$ cat src/rtl/can_nsr_pkg.sv
`timescale 1ns/1ps
package can_nsr_pkg;

    localparam int CNT_W_DEF    = 9;
    localparam int WARN_LIM_DEF = 96;
    localparam int PASS_LIM_DEF = 128;
    localparam int BOFF_LIM_DEF = 256;

    typedef enum logic [1:0] {
        NS_ACTIVE  = 2'b00,
        NS_WARN    = 2'b01,
        NS_PASSIVE = 2'b10,
        NS_BUSOFF  = 2'b11
    } node_state_e;

    typedef struct packed {
        logic       ts;
        logic       rs;
        logic [2:0] rsvd;
        logic       nt;
        logic [1:0] ns;
    } csr_hi_t;

    // A flagged step is one that moves to the next code, wrapping 11 to 00.
    function automatic logic is_flag_step(node_state_e from_s, node_state_e to_s);
        logic [1:0] nxt;
        nxt = from_s + 2'd1;
        return to_s == node_state_e'(nxt);
    endfunction

endpackage

$ cat src/rtl/nsr_state_track.sv
`timescale 1ns/1ps
module nsr_state_track
    import can_nsr_pkg::*;
#(
    parameter int CNT_W    = CNT_W_DEF,
    parameter int WARN_LIM = WARN_LIM_DEF,
    parameter int PASS_LIM = PASS_LIM_DEF,
    parameter int BOFF_LIM = BOFF_LIM_DEF
) (
    input  logic             clk,
    input  logic             rst,
    input  logic [CNT_W-1:0] tec,
    input  logic [CNT_W-1:0] rec,
    input  logic             recover,
    output node_state_e      state_q,
    output logic             step_set
);

    node_state_e state_d;
    logic        tec_boff, any_pass, any_warn;

    always_comb begin
        tec_boff = int'(tec) >= BOFF_LIM;
        any_pass = (int'(tec) >= PASS_LIM) || (int'(rec) >= PASS_LIM);
        any_warn = (int'(tec) >= WARN_LIM) || (int'(rec) >= WARN_LIM);
    end

    always_comb begin
        if (state_q == NS_BUSOFF) begin
            state_d = recover ? NS_ACTIVE : NS_BUSOFF;
        end else if (tec_boff) begin
            state_d = NS_BUSOFF;
        end else if (any_pass) begin
            state_d = NS_PASSIVE;
        end else if (any_warn) begin
            state_d = NS_WARN;
        end else begin
            state_d = NS_ACTIVE;
        end
    end

    assign step_set = !rst && is_flag_step(state_q, state_d);

    always_ff @(posedge clk) begin
        if (rst) state_q <= NS_ACTIVE;
        else     state_q <= state_d;
    end

endmodule

$ cat src/rtl/nsr_sticky_flag.sv
`timescale 1ns/1ps
module nsr_sticky_flag (
    input  logic clk,
    input  logic rst,
    input  logic set_i,
    input  logic clr_i,
    output logic flag_o
);

    always_ff @(posedge clk) begin
        if (rst)        flag_o <= 1'b0;
        else if (set_i) flag_o <= 1'b1;
        else if (clr_i) flag_o <= 1'b0;
    end

endmodule

$ cat src/rtl/nsr_bus_status.sv
`timescale 1ns/1ps
module nsr_bus_status (
    input  logic clk,
    input  logic rst,
    input  logic tx_msg,
    input  logic bus_msg,
    input  logic err_ovl,
    input  logic halted,
    output logic ts_q,
    output logic rs_q
);

    always_ff @(posedge clk) begin
        if (rst) begin
            ts_q <= 1'b0;
            rs_q <= 1'b0;
        end else begin
            ts_q <= tx_msg && !err_ovl;
            rs_q <= bus_msg && !err_ovl && !halted;
        end
    end

endmodule

$ cat src/rtl/can_nsr_top.sv
`timescale 1ns/1ps
module can_nsr_top
    import can_nsr_pkg::*;
#(
    parameter int CNT_W    = CNT_W_DEF,
    parameter int WARN_LIM = WARN_LIM_DEF,
    parameter int PASS_LIM = PASS_LIM_DEF,
    parameter int BOFF_LIM = BOFF_LIM_DEF
) (
    input  logic             clk,
    input  logic             rst,
    input  logic [CNT_W-1:0] tx_err_cnt,
    input  logic [CNT_W-1:0] rx_err_cnt,
    input  logic             busoff_recover,
    input  logic             tx_msg_active,
    input  logic             bus_msg_active,
    input  logic             err_ovl_frame,
    input  logic             halted,
    input  logic             wr_en,
    input  logic [7:0]       wr_data,
    input  logic             rd_rmw,
    input  logic             irq_en,
    output logic [7:0]       rd_data,
    output logic [1:0]       node_status,
    output logic             tx_status,
    output logic             rx_status,
    output logic             trans_flag,
    output logic             status_irq
);

    node_state_e state_q;
    logic        step_set;
    logic        sw_clear;
    csr_hi_t     wr_view;
    csr_hi_t     rd_view;

    assign wr_view  = csr_hi_t'(wr_data);
    assign sw_clear = wr_en && !wr_view.nt;

    nsr_state_track #(
        .CNT_W   (CNT_W),
        .WARN_LIM(WARN_LIM),
        .PASS_LIM(PASS_LIM),
        .BOFF_LIM(BOFF_LIM)
    ) i_track (
        .clk     (clk),
        .rst     (rst),
        .tec     (tx_err_cnt),
        .rec     (rx_err_cnt),
        .recover (busoff_recover),
        .state_q (state_q),
        .step_set(step_set)
    );

    nsr_sticky_flag i_flag (
        .clk   (clk),
        .rst   (rst),
        .set_i (step_set),
        .clr_i (sw_clear),
        .flag_o(trans_flag)
    );

    nsr_bus_status i_bus (
        .clk    (clk),
        .rst    (rst),
        .tx_msg (tx_msg_active),
        .bus_msg(bus_msg_active),
        .err_ovl(err_ovl_frame),
        .halted (halted),
        .ts_q   (tx_status),
        .rs_q   (rx_status)
    );

    always_comb begin
        rd_view.ts   = tx_status;
        rd_view.rs   = rx_status;
        rd_view.rsvd = 3'b000;
        rd_view.nt   = trans_flag || rd_rmw;
        rd_view.ns   = state_q;
    end

    assign rd_data     = rd_view;
    assign node_status = state_q;
    assign status_irq  = trans_flag && irq_en;

endmodule

$ cat config.mk
export PLATFORM = sky130hd
export DESIGN_NAME = can_nsr_top
export DESIGN_NICKNAME = d
export VERILOG_FILES = /design/src/rtl/can_nsr_pkg.sv /design/src/rtl/nsr_state_track.sv /design/src/rtl/nsr_sticky_flag.sv /design/src/rtl/nsr_bus_status.sv /design/src/rtl/can_nsr_top.sv
export SDC_FILE = /design/constraint.sdc
export NUM_CORES = 1
export LEC_CHECK = 0
export ABC_AREA = 1
export BUFFER_PORTS_ARGS = -buffer_cell sky130_fd_sc_hd__buf_4
export CORE_MARGIN = 2
export CORE_UTILIZATION = 25
export DETAILED_ROUTE_END_ITERATION = 8
export GPL_TIMING_DRIVEN = 1
export PLACE_DENSITY = 0.8
export SLEW_MARGIN = 10
export SYNTH_ARGS = -nofsm -noshare
export SYNTH_HDL_FRONTEND = slang
export SYNTH_SLANG_ARGS = --single-unit
$ cat constraint.sdc
create_clock -name clk -period 1.2 [get_ports clk]
set_input_delay 0.24 -clock clk [delete_from_list [all_inputs] [get_ports clk]]
set_output_delay 0.24 -clock clk [all_outputs]
set_load 0.02 [all_outputs]
# Word-level counts from Yosys, hierarchy flattened
# Cells that the tools add are included.
[totals] reg_bits=5 input_bits=36 out_inout_bits=14 wordCells=33
[op_classes] n_addsub=1 order_cmp=5 eq_ne=2 muxes=7 reduce_logical=14
[ops] operator=">= comparator 9 x 7 -> 1 bit (second input constant)" count=2
[ops] operator=">= comparator 9 x 8 -> 1 bit (second input constant)" count=2
[ops] operator=">= comparator 9 bit (second input constant)" count=1
[ops] operator="two-way mux 2 bit" count=4
[ops] operator="logical AND 1 bit" count=6
[ops] operator="zero test 1 bit" count=4
[ops] operator="logical OR 1 bit" count=3
[ops] operator="two-way mux 1 bit" count=3
[ops] operator="adder 2 x 1 -> 2 bit (second input constant)" count=1
[ops] operator="equality test 2 bit" count=1
[ops] operator="equality test 2 bit (second input constant)" count=1
[ops] operator="nonzero test 2 bit" count=1

# Longest topological paths before layout
[depth] ltp_word=9 ltp_mapped=10 ltp_nobuf=9

# Modules after synthesis
# A second synthesis with hierarchy kept.
[hier_totals] hier_cells=58 hier_area_um2=360.3
[modules_own_cells] mod="nsr_state_track" n_inst=1 cells_each=28 area_each_um2=165.2 seq_area_each_um2=40.0
[modules_own_cells] mod="can_nsr_top" n_inst=1 cells_each=15 area_each_um2=85.1 seq_area_each_um2=0.0
[modules_own_cells] mod="nsr_bus_status" n_inst=1 cells_each=10 area_each_um2=70.1 seq_area_each_um2=40.0
[modules_own_cells] mod="nsr_sticky_flag" n_inst=1 cells_each=5 area_each_um2=40.0 seq_area_each_um2=20.0

# Worst setup path before layout
# OpenSTA, ideal clock, no wires.
[synth_path] path_type="register -> register" from="register i_track.state_q[0]" to="register i_flag.flag_o" setup_time_ns=0.120 t_arrival_ns=1.321 required_time_ns=1.080 setup_slack_ns=-0.241 stages_incl_launch_ff=11 path_buffers=1 period_less_slack_ns=1.441 path_cell_list="dfxtp_1 > ha_1 > inv_2 > or2_1 > buf_6 > nand2_1 > nand2_1 > nand2_1 > inv_1 > nand3_2 > a21oi_2"
[synth_via] elab_chain_len=5 word_cells_on_any_way=7 classes_between="1 x add/sub; 2 x eq/ne; 2 x mux; 2 x reduce/logical"
[synth_rtl] element="start, declared" line="nsr_state_track.sv:15" source="output node_state_e state_q,"
[synth_rtl] element="start signal, assigned" line="nsr_state_track.sv:46" source="else state_q <= state_d;"
[synth_rtl] element="equality test 2 bit" line="nsr_state_track.sv:29" source="if (state_q == NS_BUSOFF) begin"
[synth_rtl] element="two-way mux 2 bit" line="nsr_state_track.sv:29"
[synth_rtl] element="equality test 2 bit (*)" line="can_nsr_pkg.sv:28" source="return to_s == node_state_e'(nxt);"
[synth_rtl] element="logical AND 1 bit (*)" line="nsr_state_track.sv:42" source="assign step_set = !rst && is_flag_step(state_q, state_d);"
[synth_rtl] element="two-way mux 1 bit / nonzero test 2 bit (equally long branches)"
[synth_rtl] element="end signal, assigned" line="nsr_sticky_flag.sv:11" source="if (rst) flag_o <= 1'b0;"
[synth_rtl] element="end signal, assigned" line="nsr_sticky_flag.sv:12" source="else if (set_i) flag_o <= 1'b1;"
[synth_rtl] element="end signal, assigned" line="nsr_sticky_flag.sv:13" source="else if (clr_i) flag_o <= 1'b0;"
[synth_rtl] element="end, declared" line="nsr_sticky_flag.sv:7" source="output logic flag_o"
# Mark *: on every way between the ends. The rest lies on a longest branch, timed or not.
# A chain may end at the register's enable or synchronous reset.

# Worst setup path in the final report
[layout_path] from="register i_track.state_q[1]" to="register i_flag.flag_o"
# The elaborated chain is that of the path after synthesis.

==> flow_metrics.tcl <==
set metrics [dict create \
    status "finished, final reports clean" \
    most_common_cell_after_layout_fill_and_taps_aside "sky130_fd_sc_hd__buf_4" \
    layout_setup_ws_ps 19.4 \
    fp.dieArea_mm2 0.00170 \
    portBuffers 29 \
    post-route-min-period_ps 1180 \
    critical_path_start_end_classification "register to register" \
    yosys.cell_types.count 18 \
    first_pass_grt_wire_length_um 1100 \
    finalHoldWorstSlack_ps 163 \
    period_share 0.984 \
    timing.clock.skew_ps 1.95 \
    pin_count 50 \
    cts_root_buffer "sky130_fd_sc_hd__clkbuf_4" \
    num_antenna_cells 0 \
    first_global_vias 302 \
    cellLeakagePower_nw 0.340 \
    max_cap_viol_count 0 \
    placement.setup.worst_slack_ps -53.3 \
    finalInstanceArea_um2 611 \
    area_delta_synth_final_pct 76.2 \
    num-nets-final 118 \
    row_cnt 13 \
    die_h_um 41.2 \
    clock_latency_ps 240 \
    cts_buffers 3 \
    worstHoldPathType "primary input to register" \
    post_dp_cell_area_um2 569 \
    layout-drive-gt1-share 0.588 \
    crit_arrival_ps 1310 \
    drc 0 \
    detailedRoute.firstPassIterationCount 2 \
    grt_antenna_before_repair 0 \
    detailedPlacementHpwl_um 696 \
    avgSynthCellArea_um2 6.93 \
    first_iter_violations 2 \
    timing_hold_violations_final 0 \
    synthesis.area_um2 347 \
    worst-endpoint-required_ps 1330 \
    clock_sinks 5 \
    die_x_um 41.2 \
    coreArea_mm2 0.00130 \
    cts_setup_buffers 0 \
    max_freq_mhz 847 \
    final.setup.tns_ps 0 \
    power_density_mw_per_mm2 968 \
    top_fanout_value_on_the_critical_path 6 \
    post_synth_inst_count 50 \
    grt.overflow.total 0 \
    synth_seq_area_share 0.289 \
    postLayoutCoreUtil 0.469 \
    h_tree_depth 1 \
    final_antenna_net_count 0 \
    drt-total-wl_um 777 \
    synth_seq_cells 5 \
    drt-wirelength-per-cell_um 8.18 \
    grt_max_degree 7 \
    vdd.ir_drop.worst_uv 421 \
    grt_setup_unrepaired "true" \
    crit_path_end_kind "register" \
    clkSlewWorstSetupHoldPaths_ps 40 \
    fin_max_slew_vios 0 \
    place_congestion 0.624 \
    setup.worst_path.start_class "register" \
    clock_tree_from_tritoncts "done" \
    floorplan.initialDensity 0.266 \
    grt_use_total 0.112 \
    avgViaCountPerCell 4.07 \
    yosysWarningCount 0 \
    via_count 387 \
    setup-violations-final 0 \
    mostFrequentLayoutCells "sky130_fd_sc_hd__buf_4, sky130_fd_sc_hd__nand2_1, sky130_fd_sc_hd__inv_1, sky130_fd_sc_hd__conb_1, sky130_fd_sc_hd__clkbuf_4" \
    cts.hold.buffers_added 0 \
    max-clock-path-buffers 2 \
]
sequential cells by signal, indices dropped and copies added (netlist names):
name             count
i_bus.rs_q           1
i_bus.ts_q           1
i_flag.flag_o        1
i_track.state_q      2
final cells by class:
type	count	area, µm²
multi-input combinational	31	183
timing repair buffer	32	244
sequential	5	109
tap	15	18.8
inverter	8	30.0
clock buffer	4	26.3
fill	139	691
kinds of logic after synthesis:
| family | share of synthesized area |
|---|---|
| buffers and inverters | 0.271 |
| other | 0.0108 |
| adders and majority gates | 0.0361 |
| DFF | 0.289 |
| and+or+nand+nor | 0.325 |
| AOI/OAI and AO/OA | 0.0686 |
power breakdown:
part | internal, mW | switching, mW
Combinational | 0.111 | 0.0984
Sequential | 0.179 | 0.00985
Clock | 0.126 | 0.0675
Total | 0.415 | 0.176
synthesized netlist by cell type:
library cell | instances | area, µm²
sky130_fd_sc_hd__buf_6 | 1 | 11.3
sky130_fd_sc_hd__nand3_2 | 2 | 20.0
sky130_fd_sc_hd__o21ai_0 | 1 | 5.00
sky130_fd_sc_hd__nor2_1 | 2 | 7.51
sky130_fd_sc_hd__nand2_1 | 13 | 48.8
sky130_fd_sc_hd__inv_1 | 7 | 26.3
sky130_fd_sc_hd__buf_4 | 7 | 52.6
sky130_fd_sc_hd__dfxtp_1 | 5 | 100
sky130_fd_sc_hd__ha_1 | 1 | 12.5
sky130_fd_sc_hd__inv_2 | 1 | 3.75
sky130_fd_sc_hd__nor3b_1 | 1 | 7.51
sky130_fd_sc_hd__or2_2 | 1 | 6.26
sky130_fd_sc_hd__a21oi_1 | 2 | 10.0
sky130_fd_sc_hd__a21oi_2 | 1 | 8.76
sky130_fd_sc_hd__nor4_1 | 1 | 6.26
sky130_fd_sc_hd__conb_1 | 1 | 3.75
sky130_fd_sc_hd__or2_1 | 1 | 6.26
sky130_fd_sc_hd__nand3_1 | 2 | 10.0
per-stage QoR:
stage	total power [mW]	instances
4_1_cts	0.602	95
3_3_place_gp	0.388	91
3_5_place_dp	0.395	91
5_1_grt	0.640	95
2_1_floorplan	0.310	52
6_report	0.591	95
critical path, stage by stage, from the launching register on:
cell,delay [ps]
sky130_fd_sc_hd__dfxtp_4,350
sky130_fd_sc_hd__ha_4,120
sky130_fd_sc_hd__inv_2,30
sky130_fd_sc_hd__or2_4,250
sky130_fd_sc_hd__nand2_2,70
sky130_fd_sc_hd__nand2_1,40
sky130_fd_sc_hd__nand2_1,50
sky130_fd_sc_hd__inv_1,40
sky130_fd_sc_hd__nand3_2,60
sky130_fd_sc_hd__a21oi_2,40
routing by layer:
metal,GRT usage,up-vias,part of all wire
li1,-,205,-
met1,0.0994,161,0.35
met2,0.180,19,0.52
met3,0.0815,2,0.12
met4,0.0726,0,0.0090
met5,0,-,0
worst paths after layout:
kind,from,to,slack [ps],cells after the start
max reg2reg,i_track.state_q[1]$_SDFF_PP0_,i_flag.flag_o$_SDFFE_PP0P_,20,9
max,i_track.state_q[1]$_SDFF_PP0_,i_flag.flag_o$_SDFFE_PP0P_,20,9
min,halted,i_bus.rs_q$_SDFF_PP0_,160,2
min reg2reg,i_flag.flag_o$_SDFFE_PP0P_,i_flag.flag_o$_SDFFE_PP0P_,520,2
what timing repair did:
action                                  CTS  global route
endpoints found under the setup margin    2             2
pin swaps                                 0             1
resized for setup                         4             2
Note: power is estimated with default switching activity, not from simulation.
